**src/rtl/idcode_crc_pkg.sv**
```systemverilog
package idcode_crc_pkg;
  localparam int unsigned CRC_W     = 8;
  localparam int unsigned CODE_BITS = 64;
  typedef logic [CRC_W-1:0] crc_t;
  // reflected form of x^8+x^5+x^4+1
  localparam crc_t POLY_REFL = 8'h8C;
endpackage

```
**src/rtl/crc_serial_core.sv**
```systemverilog
module crc_serial_core #(
  parameter int unsigned W = 8,
  parameter logic [W-1:0] POLY = 8'h8C
) (
  input  logic         clk_i,
  input  logic         rst_ni,
  input  logic         clr_i,
  input  logic         en_i,
  input  logic         d_i,
  output logic [W-1:0] crc_o
);
  logic [W-1:0] crc_q, crc_d;
  logic fb;

  assign fb = d_i ^ crc_q[0];

  for (genvar i = 0; i < W; i++) begin : g_stage
    if (i == W-1) begin : g_top
      assign crc_d[i] = fb & POLY[i];
    end else begin : g_mid
      assign crc_d[i] = crc_q[i+1] ^ (fb & POLY[i]);
    end
  end

  always_ff @(posedge clk_i or negedge rst_ni) begin
    if (!rst_ni)      crc_q <= '0;
    else if (clr_i)   crc_q <= '0;
    else if (en_i)    crc_q <= crc_d;
  end

  assign crc_o = crc_q;

  assert_clear_R4: assert property (@(posedge clk_i) disable iff (!rst_ni)
    clr_i |=> (crc_q == '0));
  assert_hold_R3: assert property (@(posedge clk_i) disable iff (!rst_ni)
    (!clr_i && !en_i) |=> $stable(crc_q));
  assert_shift_nofb_R2: assert property (@(posedge clk_i) disable iff (!rst_ni)
    (!clr_i && en_i && (d_i == crc_q[0])) |=> (crc_q == ($past(crc_q) >> 1)));
  assert_shift_fb_R2: assert property (@(posedge clk_i) disable iff (!rst_ni)
    (!clr_i && en_i && (d_i != crc_q[0])) |=> crc_q[W-1]);
endmodule

```
**src/rtl/code_bit_counter.sv**
```systemverilog
module code_bit_counter #(
  parameter int unsigned CODE_BITS = 64
) (
  input  logic clk_i,
  input  logic rst_ni,
  input  logic clr_i,
  input  logic en_i,
  output logic full_o
);
  localparam int unsigned LIMIT = CODE_BITS + 1;
  localparam int unsigned CW    = $clog2(LIMIT + 1);

  logic [CW-1:0] cnt_q;

  always_ff @(posedge clk_i or negedge rst_ni) begin
    if (!rst_ni)                              cnt_q <= '0;
    else if (clr_i)                           cnt_q <= '0;
    else if (en_i && cnt_q != CW'(LIMIT))     cnt_q <= cnt_q + 1'b1;
  end

  assign full_o = (cnt_q == CW'(CODE_BITS));

  assert_sat_R9: assert property (@(posedge clk_i) disable iff (!rst_ni)
    cnt_q <= CW'(LIMIT));
  assert_clear_cnt_R4: assert property (@(posedge clk_i) disable iff (!rst_ni)
    clr_i |=> (cnt_q == '0));
  assert_cnt_hold_R3: assert property (@(posedge clk_i) disable iff (!rst_ni)
    (!clr_i && !en_i) |=> $stable(cnt_q));
endmodule

```
**src/rtl/idcode_crc8.sv**
```systemverilog
module idcode_crc8
  import idcode_crc_pkg::*;
(
  input  logic       clk_i,
  input  logic       rst_ni,
  input  logic       clr_i,
  input  logic       bit_en_i,
  input  logic       bit_i,
  output logic [7:0] crc_o,
  output logic       zero_o,
  output logic       code_ok_o
);
  crc_t crc;
  logic full;

  crc_serial_core #(.W(CRC_W), .POLY(POLY_REFL)) u_core (
    .clk_i (clk_i),
    .rst_ni(rst_ni),
    .clr_i (clr_i),
    .en_i  (bit_en_i),
    .d_i   (bit_i),
    .crc_o (crc)
  );

  code_bit_counter #(.CODE_BITS(CODE_BITS)) u_cnt (
    .clk_i (clk_i),
    .rst_ni(rst_ni),
    .clr_i (clr_i),
    .en_i  (bit_en_i),
    .full_o(full)
  );

  assign crc_o     = crc;
  assign zero_o    = (crc == '0);
  assign code_ok_o = full & zero_o;

  assert_ok_zero_R7: assert property (@(posedge clk_i) disable iff (!rst_ni)
    code_ok_o |-> (crc_o == 8'h00));
  assert_clear_ok_R4: assert property (@(posedge clk_i) disable iff (!rst_ni)
    clr_i |=> (!code_ok_o && zero_o));
  assert_zero_flag_R8: assert property (@(posedge clk_i) disable iff (!rst_ni)
    zero_o |-> ($countones(crc_o) == 0));
endmodule

```
**config.mk**
```make
export PLATFORM = sky130hd
export DESIGN_NAME = idcode_crc8
export DESIGN_NICKNAME = d
export VERILOG_FILES = /design/src/rtl/idcode_crc_pkg.sv /design/src/rtl/crc_serial_core.sv /design/src/rtl/code_bit_counter.sv /design/src/rtl/idcode_crc8.sv
export SDC_FILE = /design/constraint.sdc
export NUM_CORES = 1
export LEC_CHECK = 0
export ABC_AREA = 1
export BUFFER_PORTS_ARGS = -buffer_cell sky130_fd_sc_hd__buf_2
export CORE_MARGIN = 2
export CORE_UTILIZATION = 40
export CTS_CLUSTER_DIAMETER = 100
export DETAILED_ROUTE_END_ITERATION = 8
export HOLD_SLACK_MARGIN = 0.08
export REMOVE_ABC_BUFFERS = 1
export SLEW_MARGIN = 0
export SYNTH_ARGS = -nofsm -noshare
export SYNTH_HDL_FRONTEND = slang
export SYNTH_SLANG_ARGS = --single-unit
```
**constraint.sdc**
```tcl
create_clock -name clk_i -period 2.8 [get_ports clk_i]
set_input_delay 0.28 -clock clk_i [delete_from_list [all_inputs] [get_ports clk_i]]
set_output_delay 0.28 -clock clk_i [all_outputs]
set_load 0.005 [all_outputs]
```
Yosys cells after proc, flatten, opt, wreduce, memory -nomap -nowiden

Index checks and enable logic that the tools add are counted.

Logic and storage cells: 17
Output and inout bits: 10
Bits in registers: 15

Bitwise logic cells: 4
Reduce and logical (&&, ||, !) cells: 4
Muxes and demuxes: 4
Add/subtract/negate cells: 1
Eq/ne operators: 2

Operator list:

| cell                | count |
|---|---|
| $mux 8              | 2 |
| $mux 7              | 2 |
| $logic_not 8->1     | 1 |
| $add 7x1->7 const B | 1 |
| $eq 7x7->1 const B  | 1 |
| $ne 7x7->1 const B  | 1 |
| $reduce_bool 2->1   | 2 |
| $xor 1x1->1         | 3 |
| $and 1x1->1         | 1 |
| $logic_and 1x1->1   | 1 |

Longest topological paths before layout

Word-level depth: 4
Mapped depth: 8
Gate-level depth less buffers: 8

By module

A second synthesis with hierarchy kept.

Cell total of the unflattened synthesis: 123
Area total of the unflattened synthesis: 897.1 um^2

Modules (own cells, without submodules):

| module           | area an instance (um^2) | cells an instance | sequential area each (um^2) | instances |
|---|---|---|---|---|
| code_bit_counter | 478.0                   | 70                | 175.2                       | 1 |
| crc_serial_core  | 379.1                   | 44                | 200.2                       | 1 |
| idcode_crc8      | 40.0                    | 9                 | 0.0                         | 1 |

Least setup slack after synthesis

No wires, ideal clock.

Path kind: reg2out
From: register u_cnt.cnt_q[0]
To: output code_ok_o
Arrival: 0.955 ns
Setup slack: 1.565 ns
Cell stages (with the launch flop): 5
Cell sequence: dfrtp_1 inv_1 ha_1 nand2_1 nor4_1

Word-level cells in the longest chain between the ends: 2

Ends and longest elaborated chain:

| element                | RTL line               | source |
|---|---|---|
| start, declared        | code_bit_counter.sv:13 | `logic [CW-1:0] cnt_q;` |
| start signal, assigned | code_bit_counter.sv:18 | `else if (en_i && cnt_q != CW'(LIMIT)) cnt_q <= cnt_q + 1'b1;` |
| $eq 7x7->1             | code_bit_counter.sv:21 | `assign full_o = (cnt_q == CW'(CODE_BITS));` |
| $and 1x1->1            | idcode_crc8.sv:35      | `assign code_ok_o = full & zero_o;` |
| end, declared          | idcode_crc8.sv:11      | `output logic code_ok_o` |

No other way between the ends.

Final worst setup path

Same ends and word-level chain as after synthesis.

==> metrics.sh <==
DIEWIDTH_MICRONS=48.67
CTS.SINK_COUNT=15
WORST_ENDPOINT_REQUIRED_TIME_NS=2.52
FIN_SETUP_TNS_NS=0
HPWL_MICRONS=1225
FLOORPLAN.INITIALDENSITY_PCT=41.54
WORST_SKEW_PAIR.LATE_LATENCY_NS=0.29
MAPPED_CELLS=98
HOLD_START='bit_en_i'
ANTENNA_FOUND_INITIAL=0
CRIT_ARRIVAL_NS=1.43
MAXSLEWHEADROOM_PCT=76.92
DRT_DRC_VIOLATIONS_LEFT=0
SYNTH.MOST_COMMON_CELL='sky130_fd_sc_hd__nand2_1'
FLOORPLAN.DIE.HEIGHT_MICRONS=48.67
RSZ0062_AT_GRT='false'
FINAL_PERIOD_MINUS_WORST_SETUP_SLACK_NS=1.706
ROUTE.ANTENNA.REMAINING_NETS=0
MULTI_INPUT_COMBINATIONAL_CELL_AREA_SQ_UM=359.1
CTS_SETUP_BUFFERS=0
P_CLK_SHARE_PCT=30.7
PERIOD_SHARE_PCT=60.93
GLOBAL_ROUTE_WIRE_LENGTH_BEFORE_REPAIR_MICRONS=2808
CLOCK_TREE.BUFFER_DEPTH=2
RUN_STATUS='completed'
FINCLKSKEW_NS=0.006718
YS_TOP_CELLS_BY_COUNT='sky130_fd_sc_hd__nand2_1, sky130_fd_sc_hd__inv_1, sky130_fd_sc_hd__dfrtp_1'
REPORT.FINAL.HOLD_VIOL_COUNT=0
TIMING.FMAX_MHz=586.2
FINALWIRELENGTH_MICRONS=1608
FILLCELLCOUNT=211
SWITCHING_POWER_W=0.0001125
SYNTH_TOP_CELL_AREA_SHARE_PCT=47.02
SYNTH.AVG_CELL_AREA_SQ_UM=8.146
CLK_TRANSITION_REPORTED_PATHS_NS=0.09
NUMBER_OF_ENABLE_TYPE_REGISTER_CELLS_IN_THE_SYNTHESIZED_NETLIST=0
INITIALDRTVIOLATIONCOUNT=20
CP_MAX_FO=5
CLOCK_BUFFER_COUNT_FROM_CTS=3
POWER.SHARE.COMBINATIONAL_PCT=13.3
CTS_RESIZED=0
P_LEAK_nW=0.5075
POWER_DENSITY_nW_PER_UM2=436.2
CELL_COUNT_FINAL_FILLERS_OUT=144
GRT_OVERFLOW_TOTAL=0
CTS_MAX_LEVEL=1
ANTENNA-DIODE-COUNT=0
SEQ_TOTAL_AREA_YOSYS_PCT=47.02
POST_SYNTH_MAIN_AREA_CONTRIBUTORS='sky130_fd_sc_hd__dfrtp_1, sky130_fd_sc_hd__nand2_1, sky130_fd_sc_hd__inv_1'
POSTSYNTH.TOPFLOPCELL='sky130_fd_sc_hd__dfrtp_1'
FF_LATCH_AREA_SQ_UM=375.4
NUM_VIAS=693
POWER_FRAC_SEQ_PCT=56.0
CRIT-REG2REG-LAUNCH='u_cnt.cnt_q[1]$_DFFE_PN0P_'
GPL.FINAL_WEIGHTED_CONGESTION=0.7814
FINAL_NETS=126
POSTSYNTH.ASYNCRESETSHARE_PCT=100.0
SETUP_VIOL_COUNT_FINAL=0
ROUTE.DETAILED.WL_PER_INST_MICRONS=11.17
PORT-BUFFER-COUNT=14
SYNTH.YOSYS.WARNINGS=0
VDD.IR_DROP.WORST_mV=0.2439
FLOORPLAN.IO_PINS=15
CTS_TREE='yes'
INTPOWER_W=0.0002974
ROUTE.DETAILED.VIAS_PER_INST=4.813
CELL_TYPE_WITH_THE_LARGEST_TOTAL_AREA_AFTER_SYNTHESIS='sky130_fd_sc_hd__dfrtp_1'
FLOW.AREA_GROWTH_FROM_SYNTHESIS_PCT=17.71
ROOT_BUFFER='sky130_fd_sc_hd__clkbuf_4'
SYNTHESIS.AREA_SQ_UM=798.3
TIMING_WORST_SETUP_PATH_TYPE='flip-flop to output pin'
CRITPATHCAPTURETYPE='output pin'
FIRST_GLOBAL_VIAS=652
DRT-PASS1-ITER-COUNT=4
FP.DIEAREA_SQ_UM=2369
AGGREGATE_GLOBAL_ROUTE_RESOURCE_USAGE_PCT=14.91
YOSYS_REGISTER_BITS=15
TIMING.MAX_CAP.VIOLATIONS=0
SYNTH_CELL_TYPES=15
WORST_SETUP_PATH_STARTPOINT='u_cnt.cnt_q[0]$_DFFE_PN0P_'
CRITICAL_PATH.STARTPOINT_TYPE='flip-flop'
TIGHTEST_SLEW_NS=0.3462
PLACED_CELLS_INCL_TAPS=139
PIN_COUNT_OF_THE_BIGGEST_NET_ENTERING_GLOBAL_ROUTING=16
REPORT.FINAL.SLEW_VIOL_COUNT=0
POWER.SWITCHING_FRACTION_PCT=27.44
POST_ROUTE_CELLS_DRIVE_ABOVE_1_SHARE_PCT=18.80
HOLDBUFCOUNTCTS=1
CORE_SQ_UM=1922
WORSTHOLDPATHTYPE='input port to flip-flop'
ROWS=16
[critical path, cell delays in order (launching register included)]
cell                      delay, ns
sky130_fd_sc_hd__dfrtp_1       0.43
sky130_fd_sc_hd__inv_1         0.10
sky130_fd_sc_hd__ha_1          0.14
sky130_fd_sc_hd__nand2_1       0.05
sky130_fd_sc_hd__nor4_1        0.27
sky130_fd_sc_hd__buf_2         0.16
[sequential cells by signal, indices dropped and copies added, names as in the netlist]
signal and count:
u_cnt.cnt_q 7, u_core.crc_o 8
[worst paths after layout]
kind,endpoint,slack (ns),cells past startpoint
setup / recovery,code_ok_o,1.09,5
hold / removal,u_core.crc_o[1]$_DFFE_PN0P_,0.28,3
setup reg to reg,u_cnt.cnt_q[2]$_DFFE_PN0P_,1.51,8
hold reg to reg,u_cnt.cnt_q[1]$_DFFE_PN0P_,0.54,2
max in group asynchronous,u_cnt.cnt_q[1]$_DFFE_PN0P_,2.13,2
min in group asynchronous,u_cnt.cnt_q[5]$_DFFE_PN0P_,0.41,2
[power by group through the flow]
stage | clock (W) | sequential, W | combinational [W]
floorplan | 0 | 0.000234 | 0.0000311
global placement | 0 | 0.000233 | 0.0000541
detailed placement | 0 | 0.000234 | 0.0000545
CTS | 0.000126 | 0.000229 | 0.0000558
global route | 0.000134 | 0.000231 | 0.0000627
finish | 0.000126 | 0.000229 | 0.0000547
[metal layers]
| metal | GRT usage, % | wire [microns] | up-vias |
|---|---|---|---|
| met5 | 0 | 0 | - |
| met4 | 4.286 | 8 | 0 |
| met3 | 2.778 | 53 | 2 |
| met2 | 24.66 | 776 | 15 |
| met1 | 19.92 | 770 | 316 |
| li1 | - | - | 360 |
[placed cells by master (no fill, tap or decap)]
master and count:
sky130_fd_sc_hd__buf_2 14, sky130_fd_sc_hd__clkbuf_4 3, sky130_fd_sc_hd__clkinv_2 1, sky130_fd_sc_hd__dfrtp_1 15, sky130_fd_sc_hd__dlygate4sd3_1 1, sky130_fd_sc_hd__ha_1 3, sky130_fd_sc_hd__inv_1 16, sky130_fd_sc_hd__inv_2 1
sky130_fd_sc_hd__nand2_1 28, sky130_fd_sc_hd__nand3_1 8, sky130_fd_sc_hd__nand4_1 5, sky130_fd_sc_hd__nor2_1 5, sky130_fd_sc_hd__nor2_2 1, sky130_fd_sc_hd__nor2_4 2, sky130_fd_sc_hd__nor4_1 1, sky130_fd_sc_hd__o21ai_1 1
sky130_fd_sc_hd__o21bai_1 1, sky130_fd_sc_hd__o22ai_1 7, sky130_fd_sc_hd__xor2_1 4
[layout make-up]
cell class	count	area share (%)
sequential	15	39.95
multi-input combinational	66	38.22
timing repair buffer	15	8.522
inverter	17	6.791
tap	27	3.595
clock buffer	3	2.397
clock inverter	1	0.5326
[cell families (layout without fill, tap and decap cells)]
| logic type | after synthesis | after routing | synth area share [%] |
|---|---|---|---|
| and+or+nand+nor | 50 | 50 | 28.84 |
| buffers and inverters | 17 | 36 | 7.994 |
| xor gates and xnor gates | 4 | 4 | 4.388 |
| AOI/OAI and AO/OA | 9 | 9 | 7.053 |
| adders and majority gates | 3 | 3 | 4.703 |
| DFF | 15 | 15 | 47.02 |
[per-stage QoR]
stage | power, W | cell area, sq um | util [%] | setup slack (ns) | hold slack (ns)
2_1_floorplan | 0.0002648 | 798.3 | - | 1.565 | -0.01559
3_3_place_gp | 0.0002874 | 902.1 | 46.94 | 1.420 | 0.2073
3_5_place_dp | 0.0002882 | 902.1 | 46.94 | 1.412 | 0.2077
4_1_cts | 0.0004116 | 939.7 | 48.89 | 1.085 | 0.2826
5_1_grt | 0.0004275 | 939.7 | 48.89 | 1.012 | 0.3103
6_report | 0.0004098 | 939.7 | 48.89 | 1.094 | 0.2838
(Power assumes the default switching activity.)
